**config.mk**
```make
export PLATFORM = sky130hd
export DESIGN_NAME = scl_lowtime_guard
export DESIGN_NICKNAME = d
export VERILOG_FILES = /design/src/rtl/scl_guard_pkg.sv /design/src/rtl/scl_tick_gen.sv /design/src/rtl/scl_low_counter.sv /design/src/rtl/scl_lowtime_guard.sv
export SDC_FILE = /design/constraint.sdc
export NUM_CORES = 1
export LEC_CHECK = 0
export ABC_AREA = 1
export BUFFER_PORTS_ARGS = -buffer_cell sky130_fd_sc_hd__buf_2
export CAP_MARGIN = 20
export CORE_MARGIN = 2
export CORE_UTILIZATION = 30
export DETAILED_ROUTE_END_ITERATION = 8
export SYNTH_ARGS = -nofsm -noshare
export SYNTH_HDL_FRONTEND = slang
export SYNTH_SLANG_ARGS = --single-unit
export TNS_END_PERCENT = 1
```
**constraint.sdc**
```tcl
create_clock -name clk -period 1.8 [get_ports clk]
set_input_delay 0.36 -clock clk [delete_from_list [all_inputs] [get_ports clk]]
set_output_delay 0.36 -clock clk [all_outputs]
set_load 0.02 [all_outputs]
```
**src/rtl/scl_guard_pkg.sv**
```systemverilog
package scl_guard_pkg;

    typedef struct packed {
        logic in_txn;
        logic addr_seen;
        logic ext_fired;
        logic stop_seen;
    } guard_state_t;

    function automatic int count_width(input int limit);
        return $clog2(limit + 1);
    endfunction

endpackage

```
**src/rtl/scl_tick_gen.sv**
```systemverilog
module scl_tick_gen #(
    parameter int TICK_DIV = 100000
) (
    input  logic clk,
    input  logic rst_n,
    output logic tick_o
);
    localparam int W = (TICK_DIV > 2) ? $clog2(TICK_DIV) : 1;
    localparam logic [W-1:0] LAST = W'(TICK_DIV - 1);

    logic [W-1:0] div_d, div_q;

    always_comb begin
        div_d = (div_q == LAST) ? '0 : div_q + 1'b1;
    end

    always_ff @(posedge clk or negedge rst_n) begin
        if (!rst_n) div_q <= '0;
        else        div_q <= div_d;
    end

    assign tick_o = (div_q == LAST);


    tick_gap_chk: assert property (@(posedge clk) disable iff (!rst_n)
        tick_o |=> !tick_o);

endmodule

```
**src/rtl/scl_low_counter.sv**
```systemverilog
module scl_low_counter #(
    parameter int LIMIT      = 30,
    parameter bit CUMULATIVE = 1'b0
) (
    input  logic clk,
    input  logic rst_n,
    input  logic tick_i,
    input  logic scl_i,
    input  logic en_i,
    input  logic clear_i,
    input  logic active_i,
    output logic fire_o
);
    import scl_guard_pkg::*;

    localparam int W = count_width(LIMIT);
    localparam logic [W-1:0] TOP = W'(LIMIT);

    typedef struct packed {
        logic [W-1:0] cnt;
        logic         fire;
    } cnt_state_t;

    cnt_state_t st_d, st_q;
    logic high_clr, clr;

    generate
        if (CUMULATIVE) begin : g_sum
            assign high_clr = 1'b0;
        end else begin : g_run
            assign high_clr = scl_i;
        end
    endgenerate

    assign clr = high_clr | clear_i | !en_i | !active_i;

    always_comb begin
        st_d      = st_q;
        st_d.fire = 1'b0;
        if (clr) begin
            st_d.cnt = '0;
        end else if (tick_i && !scl_i && st_q.cnt != TOP) begin
            st_d.cnt = st_q.cnt + 1'b1;
            if (st_q.cnt + 1'b1 == TOP) st_d.fire = 1'b1;
        end
    end

    always_ff @(posedge clk or negedge rst_n) begin
        if (!rst_n) st_q <= '0;
        else        st_q <= st_d;
    end

    assign fire_o = st_q.fire;


    fire_single_chk: assert property (@(posedge clk) disable iff (!rst_n)
        fire_o |=> !fire_o);

    cnt_bound_chk: assert property (@(posedge clk) disable iff (!rst_n)
        st_q.cnt <= TOP);

    en_gate_chk: assert property (@(posedge clk) disable iff (!rst_n)
        fire_o |-> $past(en_i));

endmodule

```
**src/rtl/scl_lowtime_guard.sv**
```systemverilog
module scl_lowtime_guard #(
    parameter int TICK_DIV   = 100000,
    parameter int CONT_TICKS = 30,
    parameter int CUM_TICKS  = 26
) (
    input  logic clk,
    input  logic rst_n,
    input  logic scl_i,
    input  logic start_i,
    input  logic stop_i,
    input  logic addr_hit_i,
    input  logic lowto_en,
    input  logic extto_en,
    output logic hold_release,
    output logic fsm_reset,
    output logic stop_seen
);
    import scl_guard_pkg::*;

    logic tick, cont_fire, cum_fire, txn_edge;
    guard_state_t g_d, g_q;

    scl_tick_gen #(.TICK_DIV(TICK_DIV)) u_tick (
        .clk(clk), .rst_n(rst_n), .tick_o(tick)
    );

    scl_low_counter #(.LIMIT(CONT_TICKS), .CUMULATIVE(1'b0)) u_cont (
        .clk(clk), .rst_n(rst_n), .tick_i(tick), .scl_i(scl_i),
        .en_i(lowto_en), .clear_i(1'b0), .active_i(1'b1), .fire_o(cont_fire)
    );

    assign txn_edge = start_i | stop_i;

    scl_low_counter #(.LIMIT(CUM_TICKS), .CUMULATIVE(1'b1)) u_cum (
        .clk(clk), .rst_n(rst_n), .tick_i(tick), .scl_i(scl_i),
        .en_i(extto_en), .clear_i(txn_edge), .active_i(g_q.in_txn),
        .fire_o(cum_fire)
    );

    always_comb begin
        g_d = g_q;
        if (start_i) begin
            g_d.in_txn    = 1'b1;
            g_d.addr_seen = addr_hit_i;
            g_d.ext_fired = 1'b0;
            g_d.stop_seen = 1'b0;
        end else if (stop_i) begin
            if (g_q.in_txn && (g_q.addr_seen || addr_hit_i) &&
                (g_q.ext_fired || cum_fire))
                g_d.stop_seen = 1'b1;
            g_d.in_txn    = 1'b0;
            g_d.addr_seen = 1'b0;
            g_d.ext_fired = 1'b0;
        end else begin
            if (addr_hit_i && g_q.in_txn) g_d.addr_seen = 1'b1;
            if (cum_fire)                 g_d.ext_fired = 1'b1;
        end
    end

    always_ff @(posedge clk or negedge rst_n) begin
        if (!rst_n) g_q <= '0;
        else        g_q <= g_d;
    end

    assign hold_release = cont_fire | cum_fire;
    assign fsm_reset    = cont_fire | cum_fire;
    assign stop_seen    = g_q.stop_seen;


    stop_set_chk: assert property (@(posedge clk) disable iff (!rst_n)
        $rose(stop_seen) |-> $past(stop_i));

    stop_hold_chk: assert property (@(posedge clk) disable iff (!rst_n)
        $fell(stop_seen) |-> $past(start_i));

    pulse_pair_chk: assert property (@(posedge clk) disable iff (!rst_n)
        hold_release == fsm_reset);

endmodule

```
==> results.tsv, run 1 <==
metric	value	unit
yosysWarnings	0	
route.met3.wl	122	µm
swShare	22.3	%
yosys_most_used_dff	dfrtp_1	
skew	0.00431	ns
viasPerCell	4.68	
fin_util	35.6	%
rsz0062_at_grt	no	
initial_core_util	31.5	%
ctsResizeCount	0	
seq_power_share	56.8	%
finalMaxSlewViolations	0	
cts_buffer_depth	2	
dpl-instance-area	0.00206	mm²
final.setup.tns	0	ns
pin_count	11	
clk_latency	0.28	ns
synthCells	238	
drc	0	
async_reset_ff_share	100	%
vdd_drop_max	0.413	mV
worst_slack	0.174	ns
top_layer	met4	
grt_pass1_vias	1463	
synth_area_per_cell	7.97	µm²
antenna_left	0	
clk_pin_slew_worst_paths	0.07	ns
synth_area	0.00190	mm²
worst_pin_slew	0.416	ns
critical_path_class	register to register	
status	finished, final reports clean	
nFillCells	633	
die_area	0.00697	mm²
synth_area_leaders	dfrtp_1 (44%), nand2_1 (8.3%), nand3_1 (7.7%), nor2_1 (6.5%), inv_1 (6.1%)	
diodes	0	
synthTopCellsByCount	nand2_1 (42), dfrtp_1 (33), nor2_1 (33)	
power.switching	0.293	mW
first_pass_iters	4	
antenna_found_initial	0	
grt_max_degree	34	
wl_per_cell	11.1	µm
fmax	0.615	GHz
finalNonFillerCells	333	
crit_arrival	1.79	ns
cp-start-kind	register	
placed_cells	325	
post-route-min-period	1.63	ns
htreeDepth	2	
synth_nets	253	
pwr-share-comb	3.0	%
hold_buffers	0	
cts_root_buf	clkbuf_8	
synth_most_common_cell	nand2_1	
clockPowerShare	40.2	%
wl_met2	1710	µm
m1WireLength	1820	µm
path_max_fanout	5	
synth_top_cell_area_share	43.5	%
hold_viol	0	
clock-sinks	33	
fin_total_pwr	1.32	mW
grt_pass1_wl	6470	µm
cts_tree	built	
gp_congestion	0.857	
seq_area_frac_synth	43.5	%
slew_headroom	72.3	%
die_y	83.5	µm
synth_edf_count	0	
postRouteWirelength	3690	µm
gr-usage-all-layers	11.1	%
port_buffers	10	
post-dp-hpwl	2840	µm
p_leak	1.07	nW
setup_viol	0	
crit_required	1.97	ns
postCtsSetupRepairBufs	0	
final_cell_area	0.00214	mm²
via_count	1559	
critical_path.endpoint_type	register	
die_w	83.5	µm
power_density	614	mW/mm²
seq_area	826	µm²
multiInputGateArea	933	µm²
rows	28	
synthDistinctLibCells	23	
finalNetCount	272	
hold_slack	0.103	ns
drv_cap	0	
period_share	90.3	%
internal-power	1.02	mW
areaGrowthSynthToFinish	13.0	%
overflow	0	
synth.largest_area_cell	dfrtp_1	
core_area	0.00603	mm²
drive_gt1_share	14.0	%
min_path_type	input port to asynchronous set/reset pin	
drt_iter0_drc	185	
numCtsBuffers	5	
pre_cts_slack	0.186	ns
ys_seq_elements	33	
## cells in the final DEF, fill, tap and decap left out, drive strengths merged, types with 4 or more instances in the layout
| cell | instances |
|---|---|
| clkbuf | 6 |
| buf | 13 |
| nand3 | 32 |
| xor2 | 12 |
| nand2 | 42 |
| nor2 | 39 |
| nor3 | 9 |
| a21oi | 4 |
| nand4 | 12 |
| dfrtp | 33 |
| o21ai | 4 |
| inv | 35 |
| ha | 7 |
## path summary, 6_finish.rpt
path,from,to,slack [ns],depth (start not counted)
setup / recovery,u_tick.div_q[0],u_cont.st_q[2],0.17,8
hold / removal,rst_n,u_tick.div_q[14],0.10,2
setup reg to reg,u_tick.div_q[0],u_cont.st_q[2],0.17,8
hold reg to reg,u_tick.div_q[0],u_tick.div_q[0],0.45,1
max in group asynchronous,rst_n,g_q[3],1.40,2
min in group clk,stop_i,g_q[1],0.27,2
## metal layers
metal / vias up / GRT usage (%)
li1: 805 / -
met1: 725 / 15.5
met2: 24 / 17.4
met3: 5 / 2.37
met4: 0 / 3.52
met5: - / 0
## area by class of cell
cell class / instances / area share, %
sequential: 33 / 38.5
clock buffer: 6 / 3.39
inverter: 36 / 6.30
timing repair buffer: 13 / 3.39
multi-input combinational: 168 / 43.5
tap: 75 / 4.38
clock inverter: 2 / 0.467
## cells by family (layout without fill, tap and decap cells)
| family | after synthesis | after routing | synth area share (%) |
|---|---|---|---|
| DFF | 33 | 33 | 43.5 |
| adders and majority gates | 7 | 7 | 4.62 |
| AOI/OAI and AO/OA | 10 | 10 | 2.77 |
| buffers and inverters | 37 | 57 | 7.52 |
| and+or+nand+nor | 136 | 136 | 34.6 |
| xor gates and xnor gates | 15 | 15 | 6.93 |
## flip-flops by register name, summed over array words and instances (netlist names)
register and flops:
u_cum.fire_o 1, u_tick.div_q 17, stop_seen 1, u_cont.st_q 5, u_cont.fire_o 1, u_cum.st_q 5, g_q 3
## power by group through the flow
stage / Clock [mW] / Combinational, mW / Sequential [mW]
global route: 0.574 / 0.0466 / 0.747
floorplan: 0 / 0.0104 / 0.761
finish: 0.529 / 0.0397 / 0.747
detailed placement: 0 / 0.0410 / 0.761
CTS: 0.543 / 0.0410 / 0.747
global placement: 0 / 0.0410 / 0.761
## worst max-delay path: stages (launching register included)
cell and delay (ns):
dfrtp_1 0.36, ha_1 0.20, nand2_1 0.11, nor2_4 0.15
nand3_4 0.12, nor2_2 0.18, nand3_1 0.21, nand3_1 0.12
nand2_1 0.06
Note: power is estimated with default switching activity, not from simulation.
==> run 2: changes to the inputs <==
--- a/config.mk
+++ b/config.mk
@@ -5,7 +5,7 @@
 export SDC_FILE = /design/constraint.sdc
 export NUM_CORES = 1
 export LEC_CHECK = 0
-export ABC_AREA = 1
+export ABC_AREA = 0
 export BUFFER_PORTS_ARGS = -buffer_cell sky130_fd_sc_hd__buf_2
 export CAP_MARGIN = 20
 export CORE_MARGIN = 2
==> run 2 against run 1 <==
  * First-iteration DRC count down 61%
  * Sequential power barely moved
  * Clock power hardly changed
  * Synthesized cell count fell by 26%
  * Register-to-register slack got worse by 0.08 ns
  * Clock-buffer cell count grew 2
  * Wire length down 8.1%
  * Final cell count is 18% lower
  * Maximum frequency shrank 4.7%
  * Largest cell class unchanged
==> results.tsv, run 2 <==
metric	value	unit	change
vdd_drop_max	0.216	mV	-48%
die_y	80	µm	-4.2%
port_buffers	10		unchanged
cp-start-kind	register		
swShare	21.7	%	-0.53 points
pwr-share-comb	3.4	%	+0.4 points
via_count	1344		-14%
diodes	0		unchanged
first_pass_iters	4		unchanged
r2r_setup_slack	0.09	ns	-0.08 ns
crit_required	2.02	ns	+0.05 ns
finalMaxSlewViolations	0		unchanged
rows	27		-3.6%
viasPerCell	4.91		+4.8%
postRouteWirelength	3390	µm	-8.1%
antenna_found_initial	0		unchanged
critical_path_class	register to register		
die_area	0.00640	mm²	-8.2%
synth_area_per_cell	9.90	µm²	+24%
clk_latency	0.29	ns	about the same
wl_per_cell	12.4	µm	+12%
gr-usage-all-layers	12.5	%	+1.4 points
pre_cts_slack	0.00178	ns	-0.184 ns
power.switching	0.288	mW	-1.8%
grt_pass1_wl	6080	µm	-6.1%
final_cell_mix	dfrtp_1 (33), nor2_1 (20), xnor2_1 (14)		
period_share	94.8	%	+4.5 points
seq_area_frac_synth	47.7	%	+4.1 points
cts_tree	built		
seq_power_share	56.5	%	-0.3 points
worstReg2RegStart	u_tick.div_q[0]		
post-dp-hpwl	2480	µm	-13%
drive_gt1_share	18.3	%	+4.4 points
crit_end	u_cont.st_q[3]		
overflow	0		unchanged
clock-sinks	33		unchanged
antenna_left	0		unchanged
synth_edf_count	0		unchanged
drv_cap	0		unchanged
grt_pass1_vias	1305		-11%
min_path_type	input port to asynchronous set/reset pin		
synthDistinctLibCells	37		+61%
ys_seq_elements	33		unchanged
hold_buffers	0		unchanged
ff2ff_path_depth	6		-2
power_density	645	mW/mm²	+5.0%
synth_area_leaders	dfrtp_1 (48%), xnor2_1 (7.1%), ha_1 (5.1%), nor2_1 (4.3%), nand3_1 (2.9%)		
numCtsBuffers	5		unchanged
async_reset_ff_share	100	%	unchanged
p_leak	0.878	nW	-18%
slew_headroom	79.0	%	+6.7 points
path_max_fanout	8		+3
cts_buffer_depth	2		unchanged
rsz0062_at_grt	no		
synth_area	0.00173	mm²	-8.6%
r2r-end	u_cont.st_q[3]		
worst_pin_slew	0.312	ns	-0.104 ns
largest_registers	u_tick.div_q x17, u_cont.st_q x5, u_cum.st_q x5		
crit_path_start	u_tick.div_q[0]		
setup_viol	0		unchanged
finalNetCount	216		-21%
fmax	0.586	GHz	-4.7%
pin_count	11		unchanged
synth.largest_area_cell	dfrtp_1		
internal-power	1.04	mW	+1.3%
hold_slack	0.0174	ns	-0.0853 ns
hold_viol	0		unchanged
grt_max_degree	34		unchanged
synth_most_common_cell	dfrtp_1		
final.setup.tns	0	ns	unchanged
status	finished, final reports clean		
seq_area	826	µm²	unchanged
htreeDepth	2		unchanged
final_common_cell	dfrtp_1		
crit_arrival	1.92	ns	+0.13 ns
yosysWarnings	0		unchanged
synth_nets	190		-25%
initial_core_util	31.3	%	-0.20 points
drt_iter0_drc	72		-61%
cts_root_buf	clkbuf_8		
clockPowerShare	40.1	%	about the same
areaGrowthSynthToFinish	18.5	%	
critical_path.endpoint_type	register		
skew	0.00756	ns	+0.00325 ns
drc	0		unchanged
largest_register_ffs	17		unchanged
synthTopCellsByCount	dfrtp_1 (33), nor2_1 (20), xnor2_1 (14)		
yosys_most_used_dff	dfrtp_1		
gp_congestion	0.810		-5.4%
synth_top_cell_area_share	47.7	%	+4.1 points
worst_slack	0.0938	ns	-0.0806 ns
regMostFlops	u_tick.div_q		
post-route-min-period	1.71	ns	+0.0806 ns
multiInputGateArea	871	µm²	-6.7%
die_w	80	µm	-4.2%
core_area	0.00554	mm²	-8.1%
nFillCells	585		-7.6%
synthCells	175		-26%
clk_pin_slew_worst_paths	0.07	ns	about the same
-- run 2: cell count changes in the layout (fill, tap and decap cells not counted), moves of 8 or more --
cell | previous run | this run
xnor2_1 | 3 | 14
xor2_1 | 12 | 4
inv_1 | 31 | 9
nor2_1 | 33 | 20
nand3_1 | 28 | 10
buf_4 | 3 | 11
nand2_1 | 42 | 12
-- run 2: power by group through the flow --
stage	Clock (mW)	Sequential [mW]	Combinational (mW)
6_report	0.530	0.748	0.0451
5_1_grt	0.594	0.747	0.0531
4_1_cts	0.559	0.747	0.0469
3_5_place_dp	0	0.762	0.0468
3_3_place_gp	0	0.761	0.0465
2_1_floorplan	0	0.761	0.0120
-- run 2: area by class of cell --
class	instances	share of cell area (%)
Clock buffer	8	3.90
Inverter	9	1.65
Multi-Input combinational cell	130	42.4
Sequential cell	33	40.2
Tap cell	72	4.39
Timing Repair Buffer	22	7.43
-- run 2: through the flow --
step | instances | utilization [%] | power [mW] | area (µm²)
after CTS | 274 | 36.8 | 1.35 | 2040
after global routing | 274 | 37.1 | 1.39 | 2050
after global placement | 266 | 35.4 | 0.808 | 1960
after floorplan | 175 | - | 0.773 | 1730
after detailed placement | 266 | 35.4 | 0.808 | 1960
final | 274 | 37.1 | 1.32 | 2050
-- run 2: logic make-up after synthesis --
logic type / Yosys count / share of synthesized area (%)
adder cells (fa/ha/maj): 7 / 5.05
AO/OA/AOI/OAI: 25 / 8.74
flip-flops: 33 / 47.7
buffers and inverters: 12 / 2.89
AND/OR/NAND/NOR: 80 / 26.6
XOR/XNOR: 18 / 9.10
-- run 2: worst min path at each step --
stage                     slack [ns]  cells after the start             to   from
after floorplan                 0.06                      0         g_q[1]  rst_n
after CTS                       0.02                      2  u_cum.st_q[4]  rst_n
final                           0.02                      2  u_cum.st_q[4]  rst_n
after global placement          0.33                      2      stop_seen  rst_n
after detailed placement        0.33                      2      stop_seen  rst_n
after global routing            0.02                      2   u_cum.fire_o  rst_n
-- run 2: timing repair --
action | 4_1_cts | 5_1_grt
setup endpoints to repair | 1 | 5
pin swaps | 0 | 1
setup buffers | 0 | 0
gates resized for setup | 1 | 5
-- run 2: worst max-delay path: stages (launching register included) --
cell,delay [ns]
dfrtp_1,0.38
ha_2,0.22
and4_4,0.25
nand4_2,0.11
buf_4,0.18
or3_1,0.34
a21oi_1,0.15
-- run 2: layer usage --
metal	up-vias	GRT usage [%]	part of all wire [%]
li1	673	-	-
met1	635	15.8	45
met2	30	19.6	48
met3	6	4.07	5.1
met4	0	5.08	1.7
met5	-	0	0
==> run 3: changes to the inputs <==
--- a/config.mk
+++ b/config.mk
@@ -11,6 +11,8 @@
 export CORE_MARGIN = 2
 export CORE_UTILIZATION = 30
 export DETAILED_ROUTE_END_ITERATION = 8
+export HOLD_SLACK_MARGIN = 0.15
+export SLEW_MARGIN = 25
 export SYNTH_ARGS = -nofsm -noshare
 export SYNTH_HDL_FRONTEND = slang
 export SYNTH_SLANG_ARGS = --single-unit
==> constraint.sdc (replaced) <==
create_clock -name clk -period 1.8 [get_ports clk]
set_input_delay 0.09 -clock clk [delete_from_list [all_inputs] [get_ports clk]]
set_output_delay 0.09 -clock clk [all_outputs]
set_load 0.02 [all_outputs]
==> run 3 against run 2 <==
  * Via count grew 1.8%
  * Clock-buffer cell count shrank 1
  * Critical endpoint is now u_cum.st_q[5]
  * Power increased by 2.2%
  * Wire length up 3.8%
  * Worst setup slack worse by 0.030 ns
  * Die area unchanged
  * Largest cell class unchanged
  * Clock skew is 0.0040 ns lower
  * Maximum frequency fell by 1.7%
  * Highest routed layer unchanged
==> results.tsv, run 3 (same netlist as run 2, synthesis figures left out) <==
metric	value	unit	change
finalMaxSlewViolations	0		unchanged
cts_buffer_depth	2		unchanged
overflow	0		unchanged
pin_count	11		unchanged
crit_required	2.02	ns	about the same
final_cell_mix	dfrtp_1 (33), nor2_1 (20), xnor2_1 (14)		
largest_registers	u_tick.div_q x17, u_cont.st_q x5, u_cum.st_q x5		
gr-usage-all-layers	12.7	%	+0.21 points
grt_max_degree	34		unchanged
dpl-instance-area	0.00194	mm²	-1.0%
drv_cap	0		unchanged
final_common_cell	dfrtp_1		
fin_util	37.6	%	+0.59 points
via_count	1368		+1.8%
antenna_left	0		unchanged
regMostFlops	u_tick.div_q		
grt_pass1_wl	6270	µm	+3.1%
fmax	0.576	GHz	-1.7%
post-dp-hpwl	2470	µm	-0.62%
p_leak	0.894	nW	+1.9%
worst_pin_slew	0.742	ns	+0.430 ns
grt_pass1_vias	1392		+6.7%
crit_chain	ha_1 > and4b_2 > or2_2 > nor4_1 > a21o_1		
clk_latency	0.28	ns	about the same
crit_arrival	1.96	ns	+0.04 ns
antenna_found_initial	0		unchanged
final.setup.tns	0	ns	unchanged
final_cell_area	0.00209	mm²	+1.6%
fin_total_pwr	1.35	mW	+2.2%
hold_slack	0.171	ns	+0.153 ns
slew_headroom	50.5	%	-28 points
vdd_drop_max	0.232	mV	+7.4%
min_path_type	input port to register		
first_pass_iters	6		+2
drive_gt1_share	18.5	%	+0.22 points
skew	0.00353	ns	-0.00403 ns
die_w	80	µm	unchanged
clk_pin_slew_worst_paths	0.06	ns	about the same
post-route-min-period	1.74	ns	+0.0301 ns
finalNonFillerCells	277		+1.1%
clock-sinks	33		unchanged
postRouteWirelength	3520	µm	+3.8%
die_area	0.00640	mm²	unchanged
period_share	96.5	%	+1.7 points
placed_cells	265		-0.38%
power_density	648	mW/mm²	+0.59%
setup_viol	0		unchanged
pre_cts_slack	0.0449	ns	+0.0431 ns
hold_viol	0		unchanged
initial_core_util	31.3	%	unchanged
diodes	0		unchanged
drc	0		unchanged
largest_register_ffs	17		unchanged
die_y	80	µm	unchanged
worst_slack	0.0637	ns	-0.0301 ns
crit_path_top_delay_cell	dfrtp_1		
slowest_delay	0.43	ns	+0.05 ns
viasPerCell	4.94		+0.68%
cp-start-kind	register		
htreeDepth	2		unchanged
port_buffers	10		unchanged
gp_congestion	0.807		-0.48%
path_max_fanout	5		-3
r2r_setup_slack	0.06	ns	-0.03 ns
wl_per_cell	12.7	µm	+2.7%
critical_path_class	register to register		
status	finished, final reports clean		
finalNetCount	220		+1.9%
numCtsBuffers	5		unchanged
rows	27		unchanged
cts_tree	built		
drt_iter0_drc	55		-24%
areaGrowthSynthToFinish	20.4	%	
core_area	0.00554	mm²	unchanged
cts_root_buf	clkbuf_8		
critical_path.endpoint_type	register		
==> run 3: critical path: cells and delay by family, from the launching register on <==
| kind | cells | cell delay, ns |
|---|---|---|
| AND/OR/NAND/NOR | 3 | 0.93 |
| flip-flops | 1 | 0.43 |
| adder cells (fa/ha/maj) | 1 | 0.19 |
| AO/OA/AOI/OAI | 1 | 0.13 |
==> run 3: final timing paths <==
check / startpoint / depth (start not counted) / to
max in group asynchronous: rst_n / 2 / u_tick.div_q[0]
min in group asynchronous: rst_n / 2 / stop_seen
worst min-delay path: scl_i / 3 / u_cum.st_q[4]
worst min register to register: u_tick.div_q[0] / 1 / u_tick.div_q[0]
worst max-delay path: u_cum.st_q[2] / 5 / u_cum.st_q[5]
worst max register to register: u_cum.st_q[2] / 5 / u_cum.st_q[5]
==> run 3: repair_timing <==
item                       CTS  global route
hold endpoints to repair    37             0
gates resized for setup      0             5
hold buffers                 4             0
setup buffers                0             1
setup endpoints to repair    0             9
==> run 3: area by class of cell <==
cell class	count	area [µm²]
Clock buffer	7	86.3
Fill cell	551	3450
Inverter	9	33.8
Multi-Input combinational cell	130	870
Sequential cell	33	826
Tap cell	72	90.1
Timing Repair Buffer	26	180
==> run 3: where the power goes <==
group	internal, mW	switching (mW)
sequential	0.745	0.00287
combinational	0.0171	0.0300
clock	0.303	0.254
total	1.07	0.287
==> run 3: metal layers <==
layer,track usage [%],part of all wire (%),routed length (µm)
met5,0,0,0
met4,4.58,1.5,53
met2,20.4,45,1570
met3,4.07,3.9,136
met1,15.9,50,1760
